==> src/rtl/hlt_pkg.sv <==
package hlt_pkg;
  typedef enum logic [2:0] {
    REG_ACTIVE  = 3'd0,
    REG_RBORDER = 3'd1,
    REG_BPORCH  = 3'd2,
    REG_SYNC    = 3'd3,
    REG_FPORCH  = 3'd4,
    REG_LBORDER = 3'd5
  } region_e;
endpackage

==> src/rtl/hlt_slot_seq.sv <==
module hlt_slot_seq #(
  parameter int LINE_PIXELS = 420,
  parameter int SHORT_CLKS  = 8,
  parameter int LONG_CLKS   = 10,
  parameter int LONG_FIRST  = 359,
  parameter int LONG_LAST   = 388,
  localparam int PIX_W = $clog2(LINE_PIXELS),
  localparam int SUB_W = $clog2(LONG_CLKS + 1)
) (
  input  logic             clk,
  input  logic             rst_n,
  input  logic             en,
  output logic [PIX_W-1:0] pix_nx,
  output logic [SUB_W-1:0] sub_nx,
  output logic             step
);
  localparam logic [PIX_W-1:0] LAST_P = PIX_W'(LINE_PIXELS - 1);
  localparam logic [PIX_W-1:0] LF_P   = PIX_W'(LONG_FIRST);
  localparam logic [PIX_W-1:0] LL_P   = PIX_W'(LONG_LAST);
  localparam logic [SUB_W-1:0] SHORT_M1 = SUB_W'(SHORT_CLKS - 1);
  localparam logic [SUB_W-1:0] LONG_M1  = SUB_W'(LONG_CLKS - 1);

  logic [PIX_W-1:0] pix_q;
  logic [SUB_W-1:0] sub_q;
  logic             long_slot;
  logic [SUB_W-1:0] sub_last;

  assign long_slot = (pix_q >= LF_P) && (pix_q <= LL_P);
  assign sub_last  = long_slot ? LONG_M1 : SHORT_M1;

  always_comb begin
    pix_nx = pix_q;
    sub_nx = sub_q;
    step   = 1'b0;
    if (en) begin
      if (sub_q == sub_last) begin
        step   = 1'b1;
        sub_nx = '0;
        pix_nx = (pix_q == LAST_P) ? '0 : pix_q + 1'b1;
      end else begin
        sub_nx = sub_q + 1'b1;
      end
    end
  end

  always_ff @(posedge clk) begin
    if (!rst_n) begin
      pix_q <= '0;
      sub_q <= '0;
    end else begin
      pix_q <= pix_nx;
      sub_q <= sub_nx;
    end
  end


  sub_in_slot_chk: assert property (@(posedge clk) disable iff (!rst_n)
    sub_q <= sub_last);


  pix_in_line_chk: assert property (@(posedge clk) disable iff (!rst_n)
    pix_q <= LAST_P);


  hold_when_idle_chk: assert property (@(posedge clk) disable iff (!rst_n)
    !en |=> ($stable(pix_q) && $stable(sub_q)));
endmodule

==> src/rtl/hlt_count_map.sv <==
module hlt_count_map #(
  parameter int LINE_PIXELS = 420,
  parameter int JUMP_PIX    = 366,
  parameter int JUMP_BASE   = 229,
  parameter int HC_W        = 8,
  localparam int PIX_W = $clog2(LINE_PIXELS)
) (
  input  logic [PIX_W-1:0] pix,
  output logic [HC_W-1:0]  hc
);
  localparam logic [PIX_W-1:0] JP = PIX_W'(JUMP_PIX);
  localparam logic [HC_W-1:0]  JB = HC_W'(JUMP_BASE);

  logic [PIX_W-1:0] rel;

  always_comb begin
    rel = pix - JP;
    if (pix < JP) hc = HC_W'(pix >> 1);
    else          hc = JB + HC_W'(rel >> 1);
  end
endmodule

==> src/rtl/hlt_region_dec.sv <==
module hlt_region_dec
  import hlt_pkg::*;
#(
  parameter int LINE_PIXELS = 420,
  parameter int ACT_FIRST   = 13,
  parameter int RB_FIRST    = 333,
  parameter int BP_FIRST    = 348,
  parameter int SY_FIRST    = 357,
  parameter int FP_FIRST    = 386,
  parameter int FLAG_FIRST  = 366,
  localparam int PIX_W = $clog2(LINE_PIXELS)
) (
  input  logic [PIX_W-1:0] pix,
  output region_e          region,
  output logic             sync,
  output logic             blank,
  output logic             flag
);
  localparam logic [PIX_W-1:0] A_P  = PIX_W'(ACT_FIRST);
  localparam logic [PIX_W-1:0] R_P  = PIX_W'(RB_FIRST);
  localparam logic [PIX_W-1:0] B_P  = PIX_W'(BP_FIRST);
  localparam logic [PIX_W-1:0] S_P  = PIX_W'(SY_FIRST);
  localparam logic [PIX_W-1:0] F_P  = PIX_W'(FP_FIRST);
  localparam logic [PIX_W-1:0] FL_P = PIX_W'(FLAG_FIRST);

  always_comb begin
    if (pix < A_P)      region = REG_LBORDER;
    else if (pix < R_P) region = REG_ACTIVE;
    else if (pix < B_P) region = REG_RBORDER;
    else if (pix < S_P) region = REG_BPORCH;
    else if (pix < F_P) region = REG_SYNC;
    else                region = REG_FPORCH;
    sync  = (region == REG_SYNC);
    blank = (region != REG_ACTIVE);
    flag  = (pix >= FL_P) || (pix < A_P);
  end
endmodule

==> src/rtl/hline_timer.sv <==
module hline_timer
  import hlt_pkg::*;
#(
  parameter int LINE_PIXELS = 420,
  parameter int SHORT_CLKS  = 8,
  parameter int LONG_CLKS   = 10,
  parameter int LONG_FIRST  = 359,
  parameter int LONG_LAST   = 388,
  parameter int JUMP_PIX    = 366,
  parameter int JUMP_BASE   = 229,
  parameter int HINT_PIX    = 317,
  parameter int VINC_PIX    = 333,
  parameter int VINT_PIX    = 407,
  parameter int HC_W        = 8
) (
  input  logic            clk,
  input  logic            rst_n,
  input  logic            en,
  output logic [HC_W-1:0] hcount_o,
  output logic [2:0]      region_o,
  output logic            hsync_o,
  output logic            hblank_o,
  output logic            hblank_flag_o,
  output logic            hint_o,
  output logic            vinc_o,
  output logic            vint_o
);
  localparam int PIX_W = $clog2(LINE_PIXELS);
  localparam int SUB_W = $clog2(LONG_CLKS + 1);
  localparam logic [PIX_W-1:0] HINT_P = PIX_W'(HINT_PIX);
  localparam logic [PIX_W-1:0] VINC_P = PIX_W'(VINC_PIX);
  localparam logic [PIX_W-1:0] VINT_P = PIX_W'(VINT_PIX);
  localparam logic [SUB_W-1:0] SHORT_M1 = SUB_W'(SHORT_CLKS - 1);
  localparam logic [HC_W-1:0]  HINT_HC = HC_W'(HINT_PIX / 2);
  localparam logic [HC_W-1:0]  VINT_HC = HC_W'(JUMP_BASE + (VINT_PIX - JUMP_PIX) / 2);
  localparam logic [HC_W-1:0]  PRE_JUMP_HC = HC_W'((JUMP_PIX - 1) / 2);
  localparam logic [HC_W-1:0]  JB = HC_W'(JUMP_BASE);

  logic [PIX_W-1:0] pix_nx;
  logic [SUB_W-1:0] sub_nx;
  logic             step;
  logic [HC_W-1:0]  hc_nx;
  region_e          region_nx;
  logic             sync_nx, blank_nx, flag_nx;

  hlt_slot_seq #(
    .LINE_PIXELS(LINE_PIXELS), .SHORT_CLKS(SHORT_CLKS), .LONG_CLKS(LONG_CLKS),
    .LONG_FIRST(LONG_FIRST), .LONG_LAST(LONG_LAST)
  ) u_seq (
    .clk(clk), .rst_n(rst_n), .en(en),
    .pix_nx(pix_nx), .sub_nx(sub_nx), .step(step)
  );

  hlt_count_map #(
    .LINE_PIXELS(LINE_PIXELS), .JUMP_PIX(JUMP_PIX), .JUMP_BASE(JUMP_BASE), .HC_W(HC_W)
  ) u_map (
    .pix(pix_nx), .hc(hc_nx)
  );

  hlt_region_dec #(
    .LINE_PIXELS(LINE_PIXELS), .FLAG_FIRST(JUMP_PIX)
  ) u_dec (
    .pix(pix_nx), .region(region_nx), .sync(sync_nx),
    .blank(blank_nx), .flag(flag_nx)
  );

  always_ff @(posedge clk) begin
    if (!rst_n) begin
      hcount_o      <= '0;
      region_o      <= REG_LBORDER;
      hsync_o       <= 1'b0;
      hblank_o      <= 1'b1;
      hblank_flag_o <= 1'b1;
      hint_o        <= 1'b0;
      vinc_o        <= 1'b0;
      vint_o        <= 1'b0;
    end else begin
      hcount_o      <= hc_nx;
      region_o      <= region_nx;
      hsync_o       <= sync_nx;
      hblank_o      <= blank_nx;
      hblank_flag_o <= flag_nx;
      hint_o        <= step && (pix_nx == HINT_P);
      vinc_o        <= step && (pix_nx == VINC_P);
      vint_o        <= en && (pix_nx == VINT_P) && (sub_nx == SHORT_M1);
    end
  end


  count_seq_chk: assert property (@(posedge clk) disable iff (!rst_n)
    (hcount_o != $past(hcount_o)) |->
      ((hcount_o == $past(hcount_o) + 1'b1) ||
       ($past(hcount_o) == PRE_JUMP_HC && hcount_o == JB)));


  hint_pos_chk: assert property (@(posedge clk) disable iff (!rst_n)
    hint_o |-> (hcount_o == HINT_HC && region_o == REG_ACTIVE));


  hint_single_chk: assert property (@(posedge clk) disable iff (!rst_n)
    hint_o |=> !hint_o);


  vinc_pos_chk: assert property (@(posedge clk) disable iff (!rst_n)
    vinc_o |-> (hblank_o && !hblank_flag_o && region_o == REG_RBORDER));


  vint_pos_chk: assert property (@(posedge clk) disable iff (!rst_n)
    vint_o |-> hcount_o == VINT_HC);


  flag_in_blank_chk: assert property (@(posedge clk) disable iff (!rst_n)
    hblank_flag_o |-> hblank_o);


  sync_in_blank_chk: assert property (@(posedge clk) disable iff (!rst_n)
    hsync_o |-> (hblank_o && hblank_flag_o == (hcount_o >= JB)));


  idle_no_pulse_chk: assert property (@(posedge clk) disable iff (!rst_n)
    !en |=> (!hint_o && !vinc_o && !vint_o));
endmodule

==> config.mk <==
export PLATFORM = sky130hd
export DESIGN_NAME = hline_timer
export DESIGN_NICKNAME = d
export VERILOG_FILES = /design/src/rtl/hlt_pkg.sv /design/src/rtl/hlt_slot_seq.sv /design/src/rtl/hlt_count_map.sv /design/src/rtl/hlt_region_dec.sv /design/src/rtl/hline_timer.sv
export SDC_FILE = /design/constraint.sdc
export NUM_CORES = 1
export LEC_CHECK = 0
export ABC_AREA = 1
export ABC_CLOCK_PERIOD_IN_PS = 5200
export BUFFER_PORTS_ARGS = -buffer_cell sky130_fd_sc_hd__buf_4
export CAP_MARGIN = 20
export CORE_ASPECT_RATIO = 0.7
export CORE_MARGIN = 1.5
export CORE_UTILIZATION = 62
export DETAILED_ROUTE_END_ITERATION = 8
export GPL_TIMING_DRIVEN = 0
export HOLD_SLACK_MARGIN = 0.02
export MAX_ROUTING_LAYER = met4
export PLACE_DENSITY_LB_ADDON = 0.05
export SYNTH_ARGS = -nofsm -noshare
export SYNTH_HDL_FRONTEND = slang
export SYNTH_SLANG_ARGS = --single-unit
==> constraint.sdc <==
create_clock -name clk -period 5.2 [get_ports clk]
set_input_delay 0.52 -clock clk [delete_from_list [all_inputs] [get_ports clk]]
set_output_delay 0.52 -clock clk [all_outputs]
set_load 0.01 [all_outputs]
## Word level (Yosys, flattened, before mapping)

Index checks and enable logic that the tools add are counted.

- Add/subtract/negate cells: 4
- $mul: 0
- Divide/modulo/power cells: 0
- Order comparisons: 9
- Equality and inequality tests: 7
- Shift operators: 0
- Multiplexer cells: 14
- Bitwise operators: 0
- Reductions and logical operators: 7

Operators by type and width:

| kind | count |
|---|---|
| < comparator 9 bit, second input constant | 5 |
| equality test 9 bit, second input constant | 4 |
| two-way mux 9 bit | 3 |
| >= comparator 9 bit, second input constant | 2 |
| two-way mux 3 bit | 5 |
| two-way mux 4 bit | 3 |
| adder 9 x 1 -> 9 bit, second input constant | 1 |
| <= comparator 9 bit, second input constant | 1 |
| < comparator 9 x 4 -> 1 bit, second input constant | 1 |
| subtractor 9 bit, second input constant | 1 |
| adder 8 bit, first input constant | 1 |
| two-way mux 8 bit | 1 |
| logical AND 1 bit | 5 |
| adder 4 x 1 -> 4 bit, second input constant | 1 |
| equality test 4 x 3 -> 1 bit, second input constant | 1 |
| equality test 4 bit | 1 |
| equality test 3 x 2 -> 1 bit, second input constant | 1 |
| nonzero test 3 bit | 1 |
| two-way mux 1 bit | 2 |
| logical OR 1 bit | 1 |

- Bits in registers: 30
- Bits in latches: 0
- Bits in writable memories: 0
- Bits in read-only memories: 0
- Input port bits: 3
- Output and inout bits: 17
- Memories: 0

## Logic depth before layout (Yosys ltp)

- Depth after elaboration: 13
- Mapped depth: 24
- Gate-level depth less buffers: 24

## Hierarchy

A second synthesis with hierarchy kept.

- Cell total of the unflattened synthesis: 365
- Area total of the unflattened synthesis: 2178.3 µm²

Modules (own cells, without submodules):

| module | instances | cells an instance | area an instance (µm²) | seq. area each (µm²) |
|---|---|---|---|---|
| hlt_slot_seq | 1 | 168 | 1002.2 | 260.2 |
| hline_timer | 1 | 76 | 566.8 | 340.3 |
| hlt_count_map | 1 | 69 | 384.1 | 0.0 |
| hlt_region_dec | 1 | 52 | 225.2 | 0.0 |

## Least setup slack after synthesis

Ideal clock, no wire load.

- Path kind: reg2reg
- Start: register hcount_o[0] (netlist name)
- End: register hcount_o[5]
- Library setup time: 0.109 ns
- Arrival time: 2.503 ns
- Data required time: 5.091 ns
- Setup slack: 2.588 ns
- Cell stages (with the launch flop): 22
- Cells stage by stage: dfxtp_1 ha_1 nand2_1 nor2_1 nand2_1 nand2_1 nand2_2 nand2_1 nand2_2 nand2_4 inv_2 nor2_4 nand3_2 nand2_4 inv_1 ha_1 o21ai_2 nand3_1 nand2_1 nand3_1 nand2_1 inv_1

RTL lines:

| item | RTL line | source |
|---|---|---|
| end signal: assignment | hline_timer.sv:78 | `hcount_o <= hc_nx;` |
| end: declaration | hline_timer.sv:19 | `output logic [HC_W-1:0] hcount_o,` |

==> results.yml <==
placement:
  dpl.cell_count: 374
  port_buffers: 18
  placed_area_mm2: 0.00226
  dp_hpwl_um: 3690
  gp_congestion: 0.970
  place_ws_ps: 2080
route:
  via_per_inst: 5.39
  initialDrtViolationCount: 138
  dr_total_vias: 2054
  drc_errors: 0
  wire_per_inst_um: 12.8
  route.final.wire_length_um: 4860
  first_pass_iters: 6
  antenna_left: 0
synth:
  synth_nets: 328
  yosysTopAreaCell: "dfxtp_1"
  synth.avg_cell_area_um2: 6.52
  ys_warn_count: 0
  synthTopCellsByArea: "dfxtp_1, nand2_1, nor2_1, nand3_1, inv_1"
  synth_cell_types: 34
  yosys_register_bits: 29
  synth_area_mm2: 0.00207
  syn_inst: 318
  synth_top_area_share_pct: 28.0
  ys_seq_area_share_pct: 28.0
layout:
  instances_no_fill: 381
  n_antenna_cell: 0
  final_cell_area_mm2: 0.00234
  post-route-util_pct: 73.9
  areaGrowthSynthToFinish_pct: 13.0
  nNetsFinal: 353
  drive_gt1_share_pct: 21.0
timing:
  tightestPinTransition_ps: 614
  tns_ps: 0
  post-route-period-util_pct: 60.6
  final-setup-viol-count: 0
  setup_ws_ps: 2050
  hold_violations: 0
  max_slew_margin_pct: 58.8
  slew_violations: 0
  skew_ps: 4.53
  hold_slack_ps: 457
  rsz0062_at_grt: "false"
  max_freq_mhz: 317
  fin_crit_ps: 3150
floorplan:
  die_area_mm2: 0.00371
  core_mm2: 0.00317
  chipWidth_um: 72.1
  num_rows: 17
  ioPinCount: 20
  start_util_pct: 65.4
  die_h_um: 51.4
clock_tree:
  cts_buffers: 5
  cts.repair.resized: 0
  clock-sinks: 29
  ctsHoldBuffers: 0
  cts-root-buf: "clkbuf_8"
  clk_latency_ps: 280
  cts_tree: "yes"
  clkTransAtPathRegs_ps: 60
  cts_post_setup_buffers_inserted: 0
  cts_buffer_depth: 2
  ctsHtreeMaxLevel: 2
global_route:
  grt.overflow.total: 0
  antenna_found_initial: 0
  grt_max_degree: 11
  grt_pass1_vias: 1853
  grt_first_pass_wirelength_um: 8250
  grt_usage_pct: 30.0
critical_path:
  crit_type: "reg2reg"
  slowest_stage: "dfxtp_1"
  crit_path_end_kind: "flip-flop"
  reg2reg_setup_slack_ps: 2050
  cp_top_family: "simple AND/OR/NAND/NOR gates"
  cp_num_buf_inv: 1
  cp_max_fo: 10
  start_kind: "flip-flop"
  crit_chain: "ha_1 > nand2_1 > nor2_1 > nand2_1 > nand2_1 > nand2_2 > nand3_2 > nand2_2 > nor2_4 > nand3_4 > nand2_1 > nand2_4 > inv_1 > ha_1 > nand3_1 > nor2_1 > nor2_1 > nand3_1 > nand2_1 > nor2_1 > nand3b_1"
  crit_top_cell: "nand2_1"
  cpPeakStageDelay_ps: 420
  cp.required_ps: 5360
  crit_arrival_ps: 3310
power_and_ir_drop:
  p_total_mw: 0.446
  ir_drop_mv: 0.162
  p_leak_nw: 1.14
  power.density_mw_per_mm2: 190
run:
  maxCapViolCount: 0
min_path:
  holdCritPathClass: "in2reg"
status:
  outcome: "completed"
## where the power goes
part	switching, mW	leakage [nW]	internal (mW)
registers	0.00364	0.235	0.226
logic	0.0203	0.865	0.0102
clock network	0.0808	0.0443	0.105
## sequential cells by signal, summed over array words and instances (netlist names)
name,count
vinc_o,1
hcount_o,8
u_seq.sub_q,4
hblank_o,1
hblank_flag_o,1
region_o,3
u_seq.pix_q,8
hint_o,1
hsync_o,1
vint_o,1
## cell type report
type,instances,area [µm²]
multi-input combinational,244,1320
fill,273,827
sequential,29,581
inverter,40,150
timing repair buffer,18,135
clock buffer,7,86.3
tap,38,47.5
buffer,5,26.3
## worst paths after layout
check                             from                        end  depth (start not counted)
max             hcount_o[0]$_SDFF_PN0_        hblank_o$_SDFF_PN1_                         21
min                              rst_n   hblank_flag_o$_SDFF_PN1_                          2
max reg2reg     hcount_o[0]$_SDFF_PN0_        hblank_o$_SDFF_PN1_                         21
min reg2reg  u_seq.sub_q[0]$_SDFF_PN0_  u_seq.sub_q[0]$_SDFF_PN0_                          2
## cells in the mapped netlist, drive strengths merged
library cell	instances
a21boi	2
a21oi	5
buf	4
clkbuf	1
clkinv	1
dfxtp	29
ha	7
inv	39
nand2	107
nand3	38
nand3b	1
nand4	10
nor2	46
nor3	8
nor4	1
nor4b	1
o2111ai	1
o21a	1
o21ai	6
o21bai	1
or2	1
xnor2	2
xor2	6
## cells by family (layout without fill, tap and decap cells)
family,count (synthesis),after routing,share of synthesized area [%]
compound gates,16,16,5.61
xor+xnor,8,8,3.38
fa+ha+maj,7,7,4.22
buf+inv,45,70,8.51
flops,29,29,28.0
simple gates,213,213,50.3
## worst reg2reg max path: stages (launching register included)
cell      delay [ps]
dfxtp_1          420
ha_1             220
nand2_1          110
nor2_1           150
nand2_1           60
nand2_1           80
nand2_2           80
nand3_2           80
nand2_2           60
nor2_4           200
nand3_4          200
nand2_1          150
nand2_4          100
inv_1            180
ha_1             170
nand3_1          130
nor2_1           130
nor2_1            70
nand3_1          140
nand2_1           80
nor2_1           140
nand3b_1          90
## layer usage
| layer | vias up | GRT usage, % | wire length (µm) |
|---|---|---|---|
| li1 | 1065 | - | - |
| met1 | 892 | 40.0 | 2300 |
| met2 | 83 | 44.4 | 2020 |
| met3 | 14 | 9.07 | 466 |
| met4 | 0 | 8.18 | 73 |
| met5 | - | - | 0 |
## layout by cell type, fill, tap and decap left out, types with 3 or more instances in the layout
cell / instances
a21oi_1: 4
buf_2: 3
buf_4: 19
clkbuf_8: 6
dfxtp_1: 29
ha_1: 7
inv_1: 32
inv_2: 7
nand2_1: 85
nand2_2: 17
nand2_4: 5
nand3_1: 32
nand3_2: 5
nand4_1: 10
nor2_1: 43
nor2_4: 3
nor3_1: 8
xor2_1: 6
Power figures use the tool's default switching activity.
